===== src/rtl/crb_pkg.sv =====
package crb_pkg;

  typedef enum logic [1:0] {
    MAP_WIDE  = 2'd0,
    MAP_DUP_A = 2'd1,
    MAP_DUP_B = 2'd2
  } map_e;

  function automatic map_e decode_map(input logic dup, input logic alt);
    if (!dup)      return MAP_WIDE;
    else if (!alt) return MAP_DUP_A;
    else           return MAP_DUP_B;
  endfunction

  function automatic logic freeze_req(input logic cs_a_n, input logic cs_b_n);
    return cs_a_n & cs_b_n;
  endfunction

endpackage


===== src/rtl/crb_rst_sync.sv =====
module crb_rst_sync #(
  parameter int STAGES = 2
) (
  input  logic clk,
  input  logic rst_n,
  output logic run_ok
);
  logic [STAGES-1:0] chain;

  generate
    for (genvar s = 0; s < STAGES; s++) begin : g_stage
      if (s == 0) begin : g_first
        always_ff @(posedge clk or negedge rst_n)
          if (!rst_n) chain[0] <= 1'b0;
          else        chain[0] <= 1'b1;
      end else begin : g_next
        always_ff @(posedge clk or negedge rst_n)
          if (!rst_n) chain[s] <= 1'b0;
          else        chain[s] <= chain[s-1];
      end
    end
  endgenerate

  assign run_ok = chain[STAGES-1];
endmodule


===== src/rtl/crb_capture.sv =====
module crb_capture #(
  parameter int W = 25
) (
  input  logic         clk,
  input  logic         rst_n,
  input  logic         load,
  input  logic [W-1:0] din,
  output logic [W-1:0] dout
);
  always_ff @(posedge clk or negedge rst_n)
    if (!rst_n)    dout <= '0;
    else if (load) dout <= din;
endmodule


===== src/rtl/crb_fanout.sv =====
module crb_fanout
  import crb_pkg::*;
#(
  parameter int IN_W  = 25,
  parameter int DUP_W = 14,
  parameter int OUT_W = 28
) (
  input  map_e             sel,
  input  logic [IN_W-1:0]  word,
  output logic [OUT_W-1:0] pins
);
  always_comb begin
    pins = '0;
    unique case (sel)
      MAP_WIDE: begin
        for (int i = 0; i < IN_W; i++) pins[i] = word[i];
      end
      MAP_DUP_A: begin
        for (int i = 0; i < DUP_W; i++) begin
          pins[i]         = word[i];
          pins[i + DUP_W] = word[i];
        end
      end
      MAP_DUP_B: begin
        for (int i = 0; i < DUP_W; i++) begin
          pins[i]                 = word[i];
          pins[2*DUP_W - 1 - i]   = word[i];
        end
      end
      default: pins = '0;
    endcase
  end
endmodule


===== src/rtl/cmd_repeat_reg.sv =====
module cmd_repeat_reg
  import crb_pkg::*;
#(
  parameter int IN_W     = 25,
  parameter int DUP_W    = 14,
  parameter int SYNC_LEN = 2,
  localparam int OUT_W   = (IN_W > 2*DUP_W) ? IN_W : 2*DUP_W
) (
  input  logic             clk,
  input  logic             rst_n,
  input  logic             dup_mode,
  input  logic             alt_map,
  input  logic             cs_dev_n,
  input  logic             cs_rank_n,
  input  logic [IN_W-1:0]  cmd_d,
  output logic [OUT_W-1:0] cmd_q
);
  // named internal events for the assertions
  logic            run_ok;
  logic            freeze;
  logic            cap_en;
  logic [IN_W-1:0] held_word;
  map_e            route;

  assign freeze = freeze_req(cs_dev_n, cs_rank_n);
  assign cap_en = run_ok & ~freeze;
  assign route  = decode_map(dup_mode, alt_map);

  crb_rst_sync #(.STAGES(SYNC_LEN)) u_sync (
    .clk    (clk),
    .rst_n  (rst_n),
    .run_ok (run_ok)
  );

  crb_capture #(.W(IN_W)) u_cap (
    .clk   (clk),
    .rst_n (rst_n),
    .load  (cap_en),
    .din   (cmd_d),
    .dout  (held_word)
  );

  crb_fanout #(.IN_W(IN_W), .DUP_W(DUP_W), .OUT_W(OUT_W)) u_fan (
    .sel  (route),
    .word (held_word),
    .pins (cmd_q)
  );

  generate
    if (OUT_W > IN_W) begin : g_spare_chk
      AST_WIDE_SPARE_LOW: assert property (@(posedge clk) disable iff (!rst_n)
        !dup_mode |-> cmd_q[OUT_W-1:IN_W] == '0);
    end
  endgenerate

  AST_FREEZE_HOLDS: assert property (@(posedge clk) disable iff (!rst_n)
    (run_ok && freeze) |=> $stable(cmd_q));

  AST_OPEN_LOADS: assert property (@(posedge clk) disable iff (!rst_n)
    cap_en |=> held_word == $past(cmd_d));

  AST_IDLE_AFTER_RESET: assert property (@(posedge clk) disable iff (!rst_n)
    !run_ok |-> cmd_q == '0);

endmodule


===== config.mk =====
export PLATFORM = sky130hd
export DESIGN_NAME = cmd_repeat_reg
export DESIGN_NICKNAME = d
export VERILOG_FILES = /design/src/rtl/crb_pkg.sv /design/src/rtl/crb_rst_sync.sv /design/src/rtl/crb_capture.sv /design/src/rtl/crb_fanout.sv /design/src/rtl/cmd_repeat_reg.sv
export SDC_FILE = /design/constraint.sdc
export NUM_CORES = 1
export LEC_CHECK = 0
export BUFFER_PORTS_ARGS = -buffer_cell sky130_fd_sc_hd__buf_2
export CAP_MARGIN = 10
export CORE_MARGIN = 2
export CORE_UTILIZATION = 40
export DETAILED_ROUTE_END_ITERATION = 16
export PLACE_DENSITY = 0.65
export SYNTH_ARGS = -nofsm -noshare
export SYNTH_HDL_FRONTEND = slang
export SYNTH_SLANG_ARGS = --single-unit

===== constraint.sdc =====
create_clock -name clk -period 1.5 [get_ports clk]
set_input_delay 0.075 -clock clk [delete_from_list [all_inputs] [get_ports clk]]
set_output_delay 0.075 -clock clk [all_outputs]
set_load 0.05 [all_outputs]

==> summary.md, run 1 <==
| Metric | Value |
|---|---|
| Core area | `3100 sq um` |
| Drt total wl | `approximately 2800 um` |
| Startpoint types | `flip-flop` |
| Area delta synth->final | `41.6%` |
| Critical Path Sink Type | `output port` |
| DRT iter0 DRCs | `18` |
| Yosys cell types | `12` |
| Row count | `20` |
| Initial antenna violation count | `0` |
| Simple-Gate Fraction of Synth Area | `roughly 4.5%` |
| Most frequent cells in the layout | `buf_2 (58), dfrtp_1 (27), dlygate4sd3_1 (26)` |
| Tcrit/Tclk final | `about nine tenths` |
| Tot GR Track Use | `approximately 15%` |
| Unrepaired setup endpoints after global routing | `false` |
| Largest family of logic cells by synthesized area | `multiplexers` |
| Dpl ws | `between 0.3 and 0.4 ns` |
| RePlAce Congestion | `0.654` |
| CTS H-tree depth | `1` |
| Final hold vios | `0` |
| Nets | `214` |
| Hold WC Path Type | `input pin to async pin` |
| Die footprint | `about 3800 sq um` |
| Final HPWL DP | `between 2000 and 2500 um` |
| Post-synthesis mux area share | `between 30% and 40%` |
| Synth Area in XOR/XNOR | `0%` |
| GRT met2 Usage | `29.2%` |
| CP Max Fanout | `4` |
| TritonRoute pass-1 iters | `3` |
| Total congestion overflow | `0` |
| Max cap viols | `0` |
| Worst vdd ir | `~700 uV` |
| Clock Latency Late Sink | `~0.31 ns` |
| Resize count post-CTS | `0` |
| Final instance area | `between 1500 and 2000 sq um` |
| Worst EP required | `~1.4 ns` |
| Final ANT Viol Nets | `0` |
| # diodes | `0` |
| Compound-Gate Fraction of Synth Area | `under 10%` |
| Longest Clk Path Bufs | `2` |
| Avg Cell Area, Syn | `between 10 and 15 sq um` |
| Cells after DPL | `196` |
| Synth Instances | `113` |
| Leakage | `just over 0.9 nW` |
| Clk_skew | `between 0.005 and 0.006 ns` |
| Fin cells | `about 230` |
| DRC | `0` |
| Register bit total from synthesis | `27` |
| Setup tns final | `0 ns` |
| Max Clk Rate | `752 MHz` |
| Critical Path AT | `1.25 ns` |
| Die width | `~60 um` |
| Final Max Slew Viols | `0` |
| Busiest grt layer | `met2` |
| Vias in the first global route | `1000` |
| Root Driver | `clkbuf_4` |
| Leading cell type in the layout, fill and taps excluded | `buf_2` |
| Yosys warns | `0` |
| Cell Pwr Density | `around 1100 nW/um^2` |
| Sequential area share after synthesis | `50.7%` |
| Port-buffer cells | `between 50 and 60` |
| Synth Cell Area | `about 1300 sq um` |
| WL per Instance | `between 10 and 15 um` |
| Met1 usage | `about 16%` |
| Status | `finished clean` |
| # IOs | `just under 60` |
| Min cycle time layout | `between 1 and 1.5 ns` |
| Adder-Cell Fraction of Synth Area | `0%` |
| Grt met3 use | `4.35%` |
| Largest net degree at the start of global routing | `28` |
| Clock buffer count from CTS | `3` |
| Dpl cell area | `between 1500 and 2000 sq um` |
| Fraction of layout instances using a drive strength above 1 | `between 40 and 50%` |
| Worst slew margin | `61.9%` |
| Initial Util | `42.9%` |
| First-pass GRT wire length | `around 4200 um` |
| Total clock sinks | `27` |
| Setup CP Type | `flip-flop to output port` |
| CTS tree | `yes` |
| Slack of the critical path | `about 0.17 ns` |
| Clock slew at reported path FFs | `0.13 ns` |
| Chip height | `~60 um` |
| Setup violators final | `0` |
| Via count | `about 1100` |
| Syn Nets | `around 140` |
| Slew @ Worst Pin | `~0.57 ns` |
| Vias per cell | `~4.7` |
==> critical path: stages, from the launching register on <==
cell	delay (ns)
dfrtp_1	0.41
mux2i_1	0.09
a21oi_1	0.17
buf_2	0.28
==> Yosys cell counts <==
cell type   n  area, sq um
dfrtp_1    27          676
nor2_1     11         41.3
a21boi_4    1         18.8
a21oi_1    11         55.1
conb_1      1         3.75
clkbuf_1   16         60.1
mux2_1      1         11.3
mux2_2     24          270
buf_4       2         15.0
mux2i_1    14          140
buf_6       2         22.5
nor2b_1     3         18.8
==> layer usage <==
layer,vias up,part of all wire [%]
met5,-,0
met4,0,0.86
met3,2,3.2
met2,22,55
met1,530,41
li1,512,-
==> timing repair <==
item | CTS | global route
endpoints found under the hold margin | 52 | 0
hold buffers | 26 | 0
buffers inserted | 0 | 0
==> worst paths after layout <==
| check | startpoint | slack, ns | depth (start not counted) | end |
|---|---|---|---|---|
| max in group asynchronous | rst_n | 0.85 | 2 | u_cap.dout[5] |
| min | rst_n | 0.27 | 2 | u_cap.dout[0] |
| max reg2reg | u_sync.run_ok | 0.32 | 3 | u_cap.dout[4] |
| max | u_cap.dout[4] | 0.17 | 3 | cmd_q[23] |
| min reg2reg | u_sync.chain[0] | 0.37 | 0 | u_sync.run_ok |
| min in group clk | cs_rank_n | 0.32 | 4 | u_cap.dout[24] |
==> where the power goes <==
group	switching (W)	internal, W	total [W]
logic	0.000537	0.000275	0.000812
clock network	0.000188	0.000104	0.000292
registers	0.0000667	0.000819	0.000886
total	0.000792	0.00120	0.00199
==> layout make-up <==
type,count,area (sq um)
fill,271,1220
sequential,27,676
timing repair buffer,85,571
multi-input combinational,66,559
tap,44,55.1
clock buffer,4,26.3
==> stage by stage <==
step / util [%] / hold slack, ns / total power [W]
6_report: 60.8 / 0.274 / 0.00199
5_1_grt: 60.8 / 0.297 / 0.00210
4_1_cts: 60.8 / 0.283 / 0.00202
3_5_place_dp: 51.6 / 0.110 / 0.00167
3_3_place_gp: 51.6 / 0.108 / 0.00165
2_1_floorplan: - / -0.221 / 0.00150
==> kinds of logic after synthesis <==
kind of cell           count (synthesis)
buffers and inverters                 20
multiplexers                          39
AO/OA/AOI/OAI                         12
other                                  1
flip-flops                            27
AND/OR/NAND/NOR                       14
==> sequential cells by signal, indices dropped and copies added (netlist names) <==
register and cells:
u_cap.dout 25, u_sync.chain 1, u_sync.run_ok 1
(Power assumes the default switching activity.)
==> run 2, diff against run 1 <==
CTS_BUF_LIST = sky130_fd_sc_hd__clkbuf_4 sky130_fd_sc_hd__clkbuf_8   (was default)
==> summary.md, run 2 (synthesis results as in run 1) <==
| Metric | Value |
|---|---|
| Status | `finished clean` |
| Die width | `61.7 um (unchanged)` |
| Worst Setup SP | `u_cap.dout[4]` |
| Initial Util | `42.9% (unchanged)` |
| Final Max Slew Viols | `0 (unchanged)` |
| Via count | `1056 (-0.94%)` |
| # diodes | `0 (unchanged)` |
| Area delta synth->final | `41.9%` |
| Critical Path AT | `1.26 ns (about the same)` |
| CTS H-tree depth | `1 (unchanged)` |
| Vias per cell | `4.67 (-0.94%)` |
| Multi-input logic area | `559 sq um (unchanged)` |
| RePlAce Congestion | `0.654 (unchanged)` |
| Crit path buffers/inverters | `1 (unchanged)` |
| Tcrit/Tclk final | `88.7% (about the same)` |
| Tot GR Track Use | `15.3% (+0.020 points)` |
| Startpoint types | `flip-flop` |
| Final ANT Viol Nets | `0 (unchanged)` |
| Drt total wl | `2790 um (-0.29%)` |
| Worst reg2reg path depth | `3 (unchanged)` |
| Max cap viols | `0 (unchanged)` |
| Slowest stage delay, CP | `0.42 ns (about the same)` |
| Max Clk Rate | `752 MHz (about the same)` |
| Number of fill cells | `269 (-0.74%)` |
| Initial antenna violation count | `0 (unchanged)` |
| Critical Path Stages | `3 (unchanged)` |
| DRC | `0 (unchanged)` |
| Crit-path cells | `mux2i_1 > a21oi_1 > buf_2` |
| Clock Latency Late Sink | `0.31 ns (about the same)` |
| Worst slew margin | `61.6% (-0.32 points)` |
| CP top delay family | `flip-flops` |
| Setup CP Type | `flip-flop to output port` |
| Largest net degree at the start of global routing | `28 (unchanged)` |
| Final hold vios | `0 (unchanged)` |
| Layout Utilization | `60.9% (+0.12 points)` |
| Dpl ws | `0.330 ns (unchanged)` |
| Worst EP required | `1.42 ns (about the same)` |
| Nets | `214 (unchanged)` |
| Setup violators final | `0 (unchanged)` |
| Final Power | `0.00201 W (+0.79%)` |
| Dpl cell area | `1600 sq um (unchanged)` |
| Most flops, register | `u_cap.dout` |
| Port-buffer cells | `58 (unchanged)` |
| Final HPWL DP | `2010 um (unchanged)` |
| Post-CTS Setup Bufs | `0 (unchanged)` |
| Vias in the first global route | `1000 (unchanged)` |
| Final instance area | `1890 sq um (+0.20%)` |
| Setup tns final | `0 ns (unchanged)` |
| Clock slew at reported path FFs | `0.13 ns (about the same)` |
| Longest Clk Path Bufs | `2 (unchanged)` |
| Cell Pwr Density | `1060 nW/um^2 (+0.59%)` |
| Reg area | `676 sq um (unchanged)` |
| CTS tree | `yes` |
| FF-to-FF setup slack | `0.32 ns (about the same)` |
| Fraction of layout instances using a drive strength above 1 | `48.4% (+0.55 points)` |
| Leakage | `0.915 nW (+0.38%)` |
| Core area | `3100 sq um (unchanged)` |
| Crit path capture | `cmd_q[23]` |
| Total congestion overflow | `0 (unchanged)` |
| Root Driver | `clkbuf_4` |
| # IOs | `59 (unchanged)` |
| TritonRoute pass-1 iters | `4 (+1)` |
| CP Max Fanout | `4 (unchanged)` |
| First-pass GRT wire length | `4200 um (unchanged)` |
| Slew @ Worst Pin | `0.576 ns (+0.00477 ns)` |
| Unrepaired setup endpoints after global routing | `false` |
| Min cycle time layout | `1.33 ns (+0.000848 ns)` |
| WL per Instance | `12.4 um (-0.29%)` |
| Total clock sinks | `27 (unchanged)` |
| Row count | `20 (unchanged)` |
| Reg2reg start | `u_sync.run_ok` |
| Critical Path Sink Type | `output port` |
| Clock buffer count from CTS | `3 (unchanged)` |
| DRT iter0 DRCs | `25 (+7)` |
| Clk_skew | `0.00608 ns (+0.000679 ns)` |
| Die footprint | `3810 sq um (unchanged)` |
| Hold WC Path Type | `input pin to async pin` |
| Worst R2R End | `u_cap.dout[4]` |
| Max reg flops | `25 (unchanged)` |
| Worst vdd ir | `712 uV (-0.72%)` |
| Chip height | `61.7 um (unchanged)` |
| Slack of the critical path | `0.169 ns (-0.000848 ns)` |
| Slowest cell on crit path | `dfrtp_1` |
| Most frequent cells in the layout | `buf_2 (58), dfrtp_1 (27), dlygate4sd3_1 (26)` |
| Leading cell type in the layout, fill and taps excluded | `buf_2` |
run 2: cell counts in the layout (fill, tap and decap cells not counted):
Identical to the previous run, type by type.
run 2: timing repair:
item,4_1_cts,5_1_grt
hold endpoints to repair,52,0
hold buffers,26,0
gates resized for setup,0,0
run 2: through the flow:
| stage | hold WS, ns | std cells |
|---|---|---|
| floorplan | -0.221 | 113 |
| global placement | 0.108 | 196 |
| detailed placement | 0.110 | 196 |
| CTS | 0.285 | 226 |
| global route | 0.297 | 226 |
| finish | 0.276 | 226 |
run 2: layout make-up:
| cell class | count | share of cell area [%] |
|---|---|---|
| clock buffer | 4 | 1.59 |
| tap | 44 | 2.91 |
| timing repair buffer | 85 | 30.2 |
| sequential | 27 | 35.7 |
| multi-input combinational | 66 | 29.6 |
run 2: report_power, final:
part	internal, W	switching, W
clock	0.000122	0.000187
combinational	0.000275	0.000537
sequential	0.000819	0.0000664
run 2: worst min path at each step:
| stage | start | to | slack [ns] | cells past startpoint |
|---|---|---|---|---|
| final | rst_n | u_cap.dout[0] | 0.28 | 2 |
| after CTS | rst_n | u_cap.dout[3] | 0.28 | 2 |
| after detailed placement | rst_n | u_cap.dout[3] | 0.11 | 1 |
| after global routing | cs_rank_n | u_cap.dout[24] | 0.30 | 4 |
| after floorplan | rst_n | u_cap.dout[0] | -0.22 | 0 |
| after global placement | rst_n | u_cap.dout[10] | 0.11 | 1 |
run 2: metal layers:
metal / track usage [%] / up-vias / share of wire (%)
li1: - / 514 / -
met1: 16.3 / 518 / 41
met2: 29.2 / 22 / 55
met3: 4.35 / 2 / 3.2
met4: 4.56 / 0 / 0.86
met5: 0 / - / 0
